[src/rtl/frac_fmul_pkg.sv]
package frac_fmul_pkg;
  // Strobes from the control pipeline to the datapath registers.
  typedef struct packed {
    logic loadMul;   // capture operands into the multiply stage
    logic loadNorm;  // capture the normalized result into the output stage
  } fmulStrobes_t;
endpackage

[src/rtl/frac_fmul_ctrl.sv]
module frac_fmul_ctrl
  import frac_fmul_pkg::*;
(
  input  logic         clk,
  input  logic         rstN,
  input  logic         inValid,
  output fmulStrobes_t strobes,
  output logic         outValid
);
  logic mulValid;
  logic normValid;

  always_ff @(posedge clk or negedge rstN) begin
    if (!rstN) begin
      mulValid  <= 1'b0;
      normValid <= 1'b0;
    end else begin
      mulValid  <= inValid;
      normValid <= mulValid;
    end
  end

  assign strobes.loadMul  = inValid;
  assign strobes.loadNorm = mulValid;
  assign outValid         = normValid;
endmodule

[src/rtl/frac_fmul_datapath.sv]
module frac_fmul_datapath
  import frac_fmul_pkg::*;
#(
  parameter int MANT_W = 8,
  parameter int EXP_W  = 6
) (
  input  logic              clk,
  input  logic              rstN,
  input  fmulStrobes_t      strobes,
  input  logic              aSign,
  input  logic [EXP_W-1:0]  aExp,
  input  logic [MANT_W-1:0] aMant,
  input  logic              bSign,
  input  logic [EXP_W-1:0]  bExp,
  input  logic [MANT_W-1:0] bMant,
  output logic              outSign,
  output logic [EXP_W-1:0]  outExp,
  output logic [MANT_W-1:0] outMant,
  output logic              outOverflow,
  output logic              outZero
);
  localparam int PROD_W = 2 * MANT_W;
  localparam int SUM_W  = EXP_W + 1;
  localparam int ADJ_W  = EXP_W + 2;
  localparam logic [EXP_W-1:0]  EXP_SAT  = {1'b0, {(EXP_W-1){1'b1}}};
  localparam logic [EXP_W-1:0]  EXP_ZERO = {1'b1, {(EXP_W-1){1'b0}}};
  localparam logic [MANT_W-1:0] MANT_SAT = {MANT_W{1'b1}};

  // ---------------- stage 1: multiply ----------------
  logic              mulSign;
  logic [SUM_W-1:0]  mulExpSum;
  logic [PROD_W-1:0] mulProd;
  logic              mulZeroIn;

  logic [PROD_W-1:0] prodNext;
  logic [SUM_W-1:0]  sumNext;

  assign prodNext = {{MANT_W{1'b0}}, aMant} * {{MANT_W{1'b0}}, bMant};
  assign sumNext  = {aExp[EXP_W-1], aExp} + {bExp[EXP_W-1], bExp};

  always_ff @(posedge clk or negedge rstN) begin
    if (!rstN) begin
      mulSign   <= 1'b0;
      mulExpSum <= '0;
      mulProd   <= '0;
      mulZeroIn <= 1'b0;
    end else if (strobes.loadMul) begin
      mulSign   <= aSign ^ bSign;
      mulExpSum <= sumNext;
      mulProd   <= prodNext;
      mulZeroIn <= (aMant == '0) || (bMant == '0);
    end
  end

  // ---------------- stage 2: normalize and check ----------------
  logic              needShift;
  logic [MANT_W-1:0] normMant;
  logic [ADJ_W-1:0]  expAdj;
  logic              outOfRange;
  logic              expHigh;
  logic              expLow;

  assign needShift = ~mulProd[PROD_W-1];
  assign normMant  = needShift ? mulProd[PROD_W-2 -: MANT_W]
                               : mulProd[PROD_W-1 -: MANT_W];
  assign expAdj    = {mulExpSum[SUM_W-1], mulExpSum}
                   - {{(ADJ_W-1){1'b0}}, needShift};
  // The adjusted exponent fits EXP_W bits only when its top three bits agree.
  assign outOfRange = !((expAdj[ADJ_W-1:EXP_W-1] == '0) ||
                        (expAdj[ADJ_W-1:EXP_W-1] == '1));
  assign expHigh = outOfRange && !expAdj[ADJ_W-1];
  assign expLow  = outOfRange &&  expAdj[ADJ_W-1];

  logic              nxtSign;
  logic [EXP_W-1:0]  nxtExp;
  logic [MANT_W-1:0] nxtMant;
  logic              nxtOvf;
  logic              nxtZero;

  always_comb begin
    nxtSign = mulSign;
    nxtExp  = expAdj[EXP_W-1:0];
    nxtMant = normMant;
    nxtOvf  = 1'b0;
    nxtZero = 1'b0;
    if (mulZeroIn || expLow) begin
      nxtSign = 1'b0;
      nxtExp  = EXP_ZERO;
      nxtMant = '0;
      nxtZero = 1'b1;
    end else if (expHigh) begin
      nxtExp  = EXP_SAT;
      nxtMant = MANT_SAT;
      nxtOvf  = 1'b1;
    end
  end

  always_ff @(posedge clk or negedge rstN) begin
    if (!rstN) begin
      outSign     <= 1'b0;
      outExp      <= '0;
      outMant     <= '0;
      outOverflow <= 1'b0;
      outZero     <= 1'b0;
    end else if (strobes.loadNorm) begin
      outSign     <= nxtSign;
      outExp      <= nxtExp;
      outMant     <= nxtMant;
      outOverflow <= nxtOvf;
      outZero     <= nxtZero;
    end
  end
endmodule

[src/rtl/frac_fmul.sv]
module frac_fmul
  import frac_fmul_pkg::*;
#(
  parameter int MANT_W = 8,
  parameter int EXP_W  = 6
) (
  input  logic              clk,
  input  logic              rstN,
  input  logic              inValid,
  input  logic              aSign,
  input  logic [EXP_W-1:0]  aExp,
  input  logic [MANT_W-1:0] aMant,
  input  logic              bSign,
  input  logic [EXP_W-1:0]  bExp,
  input  logic [MANT_W-1:0] bMant,
  output logic              outValid,
  output logic              outSign,
  output logic [EXP_W-1:0]  outExp,
  output logic [MANT_W-1:0] outMant,
  output logic              outOverflow,
  output logic              outZero
);
  fmulStrobes_t strobes;

  frac_fmul_ctrl u_ctrl (
    .clk      (clk),
    .rstN     (rstN),
    .inValid  (inValid),
    .strobes  (strobes),
    .outValid (outValid)
  );

  frac_fmul_datapath #(.MANT_W(MANT_W), .EXP_W(EXP_W)) u_dp (
    .clk         (clk),
    .rstN        (rstN),
    .strobes     (strobes),
    .aSign       (aSign),
    .aExp        (aExp),
    .aMant       (aMant),
    .bSign       (bSign),
    .bExp        (bExp),
    .bMant       (bMant),
    .outSign     (outSign),
    .outExp      (outExp),
    .outMant     (outMant),
    .outOverflow (outOverflow),
    .outZero     (outZero)
  );
endmodule

[config.mk]
export PLATFORM = sky130hd
export DESIGN_NAME = frac_fmul
export DESIGN_NICKNAME = d
export VERILOG_FILES = /design/src/rtl/frac_fmul_pkg.sv /design/src/rtl/frac_fmul_ctrl.sv /design/src/rtl/frac_fmul_datapath.sv /design/src/rtl/frac_fmul.sv
export SDC_FILE = /design/constraint.sdc
export NUM_CORES = 1
export LEC_CHECK = 0
export CORE_AREA = 4 4 93 95
export DETAILED_ROUTE_END_ITERATION = 10
export DIE_AREA = 0 0 97 99
export PLACE_DENSITY = 0.69
export SLEW_MARGIN = 40
export SYNTH_ARGS = -nofsm -noshare
export SYNTH_HDL_FRONTEND = slang
export SYNTH_SLANG_ARGS = --single-unit
[constraint.sdc]
create_clock -name clk -period 4.1 [get_ports clk]
set_input_delay 1.025 -clock clk [delete_from_list [all_inputs] [get_ports clk]]
set_output_delay 1.025 -clock clk [all_outputs]
set_load 0.1 [all_outputs]
# == Yosys cells after proc, flatten, opt, wreduce, memory -nomap -nowiden ==
# Cells that the tools add are included.
# word_totals
regBits,44
input_bits,33
out_inout_bits,18
elab_cells,36
# classes
addsub,2
multipliers,1
n_eq_ne,1
n_mux,9
n_bitwise,2
n_reduce_logical,10
# op_table
operator,n
two-way mux 8 bit,3
logical NOT 8 bit,2
multiplier 8 x 8 -> 16 bit,1
two-way mux 6 bit,2
subtractor 7 x 2 -> 8 bit,1
adder 6 x 6 -> 7 bit,1
two-way mux 1 bit,4
equality test 3 bit (second input constant),1
logical NOT 3 bit,1
logical OR 1 bit,3
logical AND 1 bit,2
logical NOT 1 bit,2
NOT 1 bit,1
XOR 1 bit,1

# == Logic depth before layout (Yosys ltp) ==
# Gate-level depths: netlist of run 1.
# depth
depth_word,8
ltp_mapped,15
mapped_depth_nobuf,15

# == Modules after synthesis ==
# A second synthesis of run 1 with hierarchy kept.
# unflattened
cells_unflattened,418
hier_area_um2,4011.3
# modules_own_cells
module,n_inst,cells_each,area_per_inst_um2,seq_area_each_um2
frac_fmul_datapath,1,414,3946.3,875.8
frac_fmul_ctrl,1,4,65.1,50.0

# == Worst setup path after synthesis of run 1 ==
# No wires, ideal clock.
# synth_timing
path_kind,input to register
from,input port aMant[1]
to,register u_dp.mulProd[15]
setup_time_ns,0.136
arrival_ns,4.893
t_required_ns,3.964
slack_ns,-0.929
cell_stages,13
n_path_buf,0
path_cell_list,and2_1 fa_1 fa_1 fa_1 inv_1 fa_1 inv_1 ha_1 a21oi_1 o21ai_0 a41oi_1 a21oi_1 or3b_2
# synth_between
elab_chain_cells,1
# synth_rtl
element,line_no,rtl
from (decl),frac_fmul.sv:12,"input logic [MANT_W-1:0] aMant,"
multiplier 8 x 8 -> 16 bit,frac_fmul_datapath.sv:38,"assign prodNext = {{MANT_W{1'b0}}, aMant} * {{MANT_W{1'b0}}, bMant};"
to (signal assigned),frac_fmul_datapath.sv:50,mulProd <= prodNext;
to (decl),frac_fmul_datapath.sv:32,logic [PROD_W-1:0] mulProd;
# Every way passes these cells.
# A chain may end at the register's enable or synchronous reset.

# == Worst setup path after layout of run 1 ==
# layout_timing
from,input port aMant[1]
to,register u_dp.mulProd[11]
# Same word-level chain as after synthesis.

==> results of run 1 <==
## cells in the mapped netlist, types with 2 or more instances
library cell and number:
o21a_1 2, a21o_1 4, a211oi_1 9, a31oi_1 5
nor2_1 11, mux2_2 7, nor4_1 5, dfrtp_1 37
fa_1 36, nand2_1 20, nor2b_1 6, o211ai_1 3
and2_1 55, mux2i_1 2, xor2_1 3, inv_1 66
ha_1 41, a22oi_1 2, and3_1 3, o22ai_1 16
o311ai_0 2, a2111o_1 3, nand4_1 2, a21oi_1 12
nand3_1 2, o21ai_0 5, or3_1 2, clkbuf_1 6
xnor2_1 9, nor3_1 5
## final cells by class
type / count / share of cell area (%)
multi-input combinational: 286 / 56.2
tap: 102 / 2.48
timing repair buffer: 102 / 16.8
sequential: 37 / 18.0
inverter: 67 / 4.90
clock buffer: 8 / 1.56
## report_power, final
part / total (mW) / internal [mW] / leakage (nW) / switching, mW
registers: 0.551 / 0.471 / 0.456 / 0.0796
logic: 2.01 / 0.888 / 2.02 / 1.12
clock network: 0.237 / 0.121 / 0.0395 / 0.117
total: 2.80 / 1.48 / 2.52 / 1.31
## worst max-delay path by stage
stage	cells past startpoint	startpoint	end	slack, ns
floorplan	13	bMant[7]	u_dp.mulProd[12]$_DFFE_PN0P_	-0.47
global route	16	aMant[5]	u_dp.mulProd[11]$_DFFE_PN0P_	-0.65
finish	15	aMant[1]	u_dp.mulProd[11]$_DFFE_PN0P_	-0.51
detailed placement	15	bMant[5]	u_dp.mulProd[15]$_DFFE_PN0P_	-1.28
CTS	14	bMant[4]	u_dp.mulProd[15]$_DFFE_PN0P_	-0.62
global placement	14	aMant[2]	u_dp.mulProd[12]$_DFFE_PN0P_	-1.21
## repair_timing
| action | CTS | global route |
|---|---|---|
| pin swaps | 30 | 32 |
| hold endpoints to repair | 0 | 0 |
| buffers inserted | 5 | 8 |
| gates resized for setup | 89 | 51 |
| setup endpoints to repair | 9 | 9 |
## per-layer routing
layer | vias to the layer above | GRT usage, %
met3 | 19 | 3.04
met4 | 0 | 5.83
met5 | - | 0
met2 | 81 | 34.4
li1 | 1547 | -
met1 | 1531 | 21.8
## state kept, by name, summed over array words and instances (netlist names), 6 cells and up
name	flops
u_dp.mulProd	9
u_dp.mulExpSum	7
u_dp.outMant	8
u_dp.outExp	6
## worst max-delay path, stage by stage
cell and delay, ns:
buf_8 0.10, and2_4 0.15, fa_2 0.38, fa_1 0.51, inv_2 0.04, fa_1 0.48
inv_2 0.04, fa_1 0.53, ha_4 0.23, a211oi_4 0.23, o211ai_1 0.23, a41oi_4 0.37
buf_6 0.15, xnor2_2 0.05, mux2_4 0.26
## kinds of logic (layout without fill, tap and decap cells)
family / after synthesis / after routing
DFF: 37 / 37
muxes: 9 / 9
adders and majority gates: 77 / 77
buffers and inverters: 76 / 177
xor gates and xnor gates: 12 / 12
AOI/OAI and AO/OA: 72 / 72
and+or+nand+nor: 116 / 116
==> run_results.csv, run 1 <==
group,metric,value,unit
status,outcome,"finished with violations",
status,violations,"setup timing",
worst_setup_path,endpoint_kind,"register",
grt,antenna_found_initial,0,
detailed_routing,drc,0,
logic_synthesis,syn_area,3840,sq um
detailed_routing,wl_met2,4.57,mm
finish,multiInputGateArea,2890,sq um
timing,rsz0062_at_grt,"yes",
timing,layout_min_cycle_time,4.61,ns
worst_setup_path,r2r.worst_path.cells,8,
hold_path,holdPathStages,1,
logic_synthesis,synth_ff_type,"dfrtp_1",
timing,hold_violations,0,
clock_network,clkLatencyLatePin,0.28,ns
worst_setup_path,critPathKind,"in -> reg",
floorplan,io_pins,51,
timing,fin_skew,0.00410,ns
timing,fin_crit_sh,112,%
timing,worst_pin_slew,0.730,ns
clock_network,htree_levels,2,
worst_setup_path,crit_arrival,4.78,ns
floorplan,initial_core_util,49.7,%
finish,nets,609,
power,power.density,544,nW/um^2
power,total_power,2.80,mW
detailed_routing,drt_iter0_markers,78,
floorplan,core,7730,sq um
finish,area_delta_synth_final,33.8,%
worst_setup_path,reg2reg_from,"u_dp.mulProd[15]$_DFFE_PN0P_",
placement,hpwl,6.96,mm
detailed_routing,topRoutingLayerUsed,"met4",
placement,placed_area,4740,sq um
logic_synthesis,syn_inst,399,
logic_synthesis,synthXorXnorAreaFrac,2.74,%
logic_synthesis,postSynthAreaPerCell,9.62,sq um
clock_network,numCtsBuffers,5,
flow_run,maxCapViolations,0,
detailed_routing,wl,8.80,mm
worst_setup_path,crit_path_start_kind,"primary input",
worst_setup_path,regToRegSetupSlack,1.13,ns
grt,track_usage,18.5,%
finish,fin_cells,602,
finish,layout_commonest_cell,"inv_1",
logic_synthesis,ys_seq_elements,37,
grt,grt_pass1_wl,15.0,mm
logic_synthesis,synth_edf_count,0,
timing,report.final.slew_viol_count,0,
power,leakagePower,2.52,nW
detailed_routing,avgRoutedWirePerCell,14.6,um
placement,placed_cells,584,
timing,hold_ws,0.480,ns
detailed_routing,postRouteAntennaNets,0,
logic_synthesis,synth-adder-area-share,32.1,%
finish,final_cell_mix,"59 x inv_1, 45 x buf_4, 44 x and2_1, 37 x dfrtp_1, 36 x ha_1",
logic_synthesis,yosys.area.top_type,"dfrtp_1",
hold_path,hold_path.class,"reg -> reg",
floorplan,fp.dieH,99,um
grt,grt_max_degree,38,
finish,regArea,926,sq um
logic_synthesis,synth.distinct_cells,48,
clock_network,cts_tree,"built",
placement,dpl_worst_slack,-1.28,ns
finish,design_area,5140,sq um
timing,max_clock_freq,217,MHz
clock_network,clk_pin_slew,0.07,ns
worst_setup_path,crit_required,4.27,ns
timing,worst_slack,-0.512,ns
logic_synthesis,synth_top_area_share,24.1,%
detailed_routing,firstDrtPassIters,4,
timing,setup_viol,9,
detailed_routing,vias_per_cell,5.28,
worst_setup_path,worstReg2RegEnd,"u_dp.outMant[0]$_DFFE_PN0P_",
logic_synthesis,synth_mux_area_share,2.57,%
hold_path,whs_endpoint,"u_dp.outZero$_DFFE_PN0P_",
clock_network,clk_path_buf_depth,2,
finish,finish.utilization,66.5,%
finish,diodes,0,
power,vdd_drop_max,0.237,mV
detailed_routing,met1Wirelength,3.68,mm
logic_synthesis,syn-num-nets,509,
logic_synthesis,ys_top_cells_by_area,"dfrtp_1 24%, fa_1 19%, ha_1 13%",
detailed_routing,wl_met3,338,um
logic_synthesis,synthSimpleGateAreaFrac,17.1,%
finish,fillCellCount,642,
timing,slew_headroom,51.3,%
floorplan,num_rows,32,
floorplan,die_w,97,um
timing,tns,-3.30,ns
placement,port_buffers,50,
logic_synthesis,async_flop_share,100,%
floorplan,die_area,9600,sq um
hold_path,min-delay-start,"u_dp.outZero$_DFFE_PN0P_",
grt,gr-total-overflow,0,
logic_synthesis,yosysSeqAreaShare,24.1,%
clock_network,cts_hold_buf,0,
clock_network,root_buffer,"clkbuf_8",
placement,finalWeightedCongestion,0.878,
clock_network,cts.sinks,37,
logic_synthesis,synth_compound_area_share,13.7,%
logic_synthesis,yosys_warnings,0,
worst_setup_path,crit_fanout,5,
detailed_routing,vias,3178,
grt,grt_pass1_vias,3430,
finish,drive_gt1_share,29.4,%
logic_synthesis,synth_top_family_by_area,"adder cells",
No activity file was read; power rests on OpenSTA's default activity.
==> run 2, diff against run 1 <==
--- a/config.mk
+++ b/config.mk
@@ -5,10 +5,12 @@
 export SDC_FILE = /design/constraint.sdc
 export NUM_CORES = 1
 export LEC_CHECK = 0
-export CORE_AREA = 4 4 93 95
+export CELL_PAD_IN_SITES_DETAIL_PLACEMENT = 1
+export CELL_PAD_IN_SITES_GLOBAL_PLACEMENT = 2
+export CORE_AREA = 4 4 106 108
 export DETAILED_ROUTE_END_ITERATION = 10
-export DIE_AREA = 0 0 97 99
-export PLACE_DENSITY = 0.69
+export DIE_AREA = 0 0 110 112
+export PLACE_DENSITY = 0.82
 export SLEW_MARGIN = 40
 export SYNTH_ARGS = -nofsm -noshare
 export SYNTH_HDL_FRONTEND = slang
==> run_results.csv, run 2 (same netlist as run 1, synthesis figures left out) <==
group,metric,value,unit
detailed_routing,vias,3213,
clock_network,htree_levels,2,
power,vdd_drop_max,0.346,mV
worst_setup_path,cpPeakStageDelay,0.56,ns
floorplan,fp.dieH,112,um
floorplan,die_w,110,um
flow_run,maxCapViolations,0,
placement,hpwl,7.95,mm
grt,gr-total-overflow,0,
detailed_routing,avgRoutedWirePerCell,15.6,um
timing,layout_min_cycle_time,4.67,ns
detailed_routing,drt_iter0_markers,49,
detailed_routing,vias_per_cell,5.03,
clock_network,clkLatencyLatePin,0.28,ns
clock_network,cts.sinks,37,
finish,regArea,926,sq um
worst_setup_path,endpoint_kind,"register",
status,outcome,"finished with violations",
power,p_int,1.48,mW
power,pwr-share-seq,19.6,%
timing,worst_slack,-0.567,ns
finish,finish.utilization,50.6,%
worst_setup_path,critPathBufInv,4,
power,p_switching,1.33,mW
power,switching_share,47.2,%
finish,biggestRegsByFlops,"u_dp.mulProd x9, u_dp.outMant x8, u_dp.mulExpSum x7",
finish,largest_reg_flops,9,
detailed_routing,firstDrtPassIters,4,
timing,fin_crit_sh,114,%
power,clkPwrFrac,8.5,%
floorplan,die_area,12300,sq um
clock_network,clk_pin_slew,0.07,ns
worst_setup_path,cp_top_family,"adder cells",
hold_path,holdPathStages,1,
timing,hold_violations,0,
timing,max_clock_freq,214,MHz
detailed_routing,postRouteAntennaNets,0,
worst_setup_path,crit_fanout,5,
power,power.density,543,nW/um^2
worst_setup_path,worst-path-stages,15,
finish,fillCellCount,1163,
clock_network,cts_tree,"built",
finish,multiInputGateArea,2890,sq um
finish,regMostFlops,"u_dp.mulProd",
grt,grt_pass1_vias,3541,
worst_setup_path,cp_cell_sequence,"buf_8, and2_4, fa_1, fa_1, fa_1, inv_1, fa_1, inv_2, ha_4, o211ai_1, o21ai_4, a41oi_4, buf_6, o2111a_1, a221o_1",
finish,nets,612,
worst_setup_path,crit_slowest_cell,"fa_1",
timing,worst_pin_slew,0.624,ns
floorplan,initial_core_util,37.5,%
clock_network,root_buffer,"clkbuf_8",
worst_setup_path,crit_arrival,4.83,ns
floorplan,core,10200,sq um
finish,diodes,0,
clock_network,numCtsBuffers,5,
detailed_routing,wl,9.97,mm
power,leakagePower,2.51,nW
timing,hold_ws,0.475,ns
worst_setup_path,cp_common_cell,"fa_1",
clock_network,clk_path_buf_depth,2,
grt,grt_max_degree,38,
finish,area_delta_synth_final,34.8,%
power,p_comb_share,71.9,%
timing,report.final.slew_viol_count,0,
finish,final_cell_mix,"62 x inv_1, 50 x buf_4, 45 x and2_1, 37 x dfrtp_1, 34 x ha_1",
timing,slew_headroom,58.4,%
finish,drive_gt1_share,30.6,%
timing,setup_viol,9,
grt,antenna_found_initial,0,
finish,layout_commonest_cell,"inv_1",
detailed_routing,drc,0,
worst_setup_path,crit_path_start_kind,"primary input",
timing,rsz0062_at_grt,"yes",
worst_setup_path,r2r.worst_path.cells,9,
worst_setup_path,crit_required,4.27,ns
floorplan,io_pins,51,
hold_path,hold_path.class,"reg -> reg",
grt,track_usage,16.6,%
placement,port_buffers,50,
status,violations,"setup timing",
placement,finalWeightedCongestion,0.857,
worst_setup_path,critPathKind,"in -> reg",
grt,grt_pass1_wl,16.8,mm
timing,fin_skew,0.00506,ns
floorplan,num_rows,37,
-- run 2: cell types whose count changed in the layout (fill, tap and decap cells not counted), moves of 2 or more --
cell | before | now
buf_12 | 2 | 0
buf_4 | 45 | 50
buf_6 | 12 | 15
buf_8 | 4 | 2
clkbuf_1 | 3 | 1
clkinv_2 | 0 | 2
ha_1 | 36 | 34
inv_1 | 59 | 62
inv_2 | 7 | 4
nand2_2 | 3 | 6
nand2_4 | 4 | 1
-- run 2: final cells by class --
class	count	share of cell area (%)
Sequential cell	37	17.9
Tap cell	136	3.29
Timing Repair Buffer	105	16.6
Inverter	67	4.86
Multi-Input combinational cell	286	55.8
Clock buffer	6	1.40
Clock inverter	2	0.193
-- run 2: what timing repair did --
item                       CTS  global route
buffers inserted             6             7
resized for setup           94            34
setup endpoints to repair    9             9
pin swaps                   21            31
hold buffers                 0             0
-- run 2: per-stage QoR --
| step | setup TNS [ns] | std cells | worst slack [ns] | area, sq um | power (mW) |
|---|---|---|---|---|---|
| CTS | -4.13 | 631 | -0.654 | 4980 | 2.63 |
| detailed placement | -10.33 | 617 | -1.34 | 4770 | 2.23 |
| finish | -3.92 | 639 | -0.567 | 5170 | 2.81 |
| floorplan | -2.58 | 399 | -0.473 | 3930 | 1.76 |
| global placement | -9.56 | 617 | -1.24 | 4860 | 2.21 |
| global route | -4.89 | 639 | -0.710 | 5170 | 3.05 |
-- run 2: final timing paths --
| path | start | to | slack [ns] |
|---|---|---|---|
| min in group asynchronous | rstN | u_dp.mulExpSum[0]$_DFFE_PN0P_ | 0.70 |
| worst max register to register | u_dp.mulProd[15]$_DFFE_PN0P_ | u_dp.outMant[4]$_DFFE_PN0P_ | 1.23 |
| max in group asynchronous | rstN | u_dp.outExp[2]$_DFFE_PN0P_ | 3.07 |
| worst min-delay path | u_dp.outZero$_DFFE_PN0P_ | u_dp.outZero$_DFFE_PN0P_ | 0.47 |
| worst max-delay path | bMant[5] | u_dp.mulProd[14]$_DFFE_PN0P_ | -0.57 |
| worst min register to register | u_dp.outZero$_DFFE_PN0P_ | u_dp.outZero$_DFFE_PN0P_ | 0.47 |
-- run 2: power groups by stage --
stage                     sequential, mW  combinational, mW  clock [mW]
after floorplan                    0.879              0.877           0
after global placement             0.556               1.66           0
after detailed placement           0.559               1.67           0
after CTS                          0.553               1.83       0.247
after global routing               0.568               2.22       0.269
final                              0.551               2.02       0.238
-- run 2: routing by layer --
metal	global-route usage, %	share of wire [%]	up-vias
li1	-	-	1550
met1	20.4	41	1581
met2	30.7	53	66
met3	1.86	4.0	16
met4	3.24	1.6	0
met5	0	0	-
-- run 2: worst reg2reg max path: stages, from the launching register on --
cell,delay [ns]
dfrtp_1,0.51
clkinv_1,0.32
ha_1,0.31
ha_1,0.20
nor3b_2,0.20
a2111oi_4,0.36
mux2i_1,0.14
o221ai_2,0.31
buf_4,0.26
o22ai_1,0.10
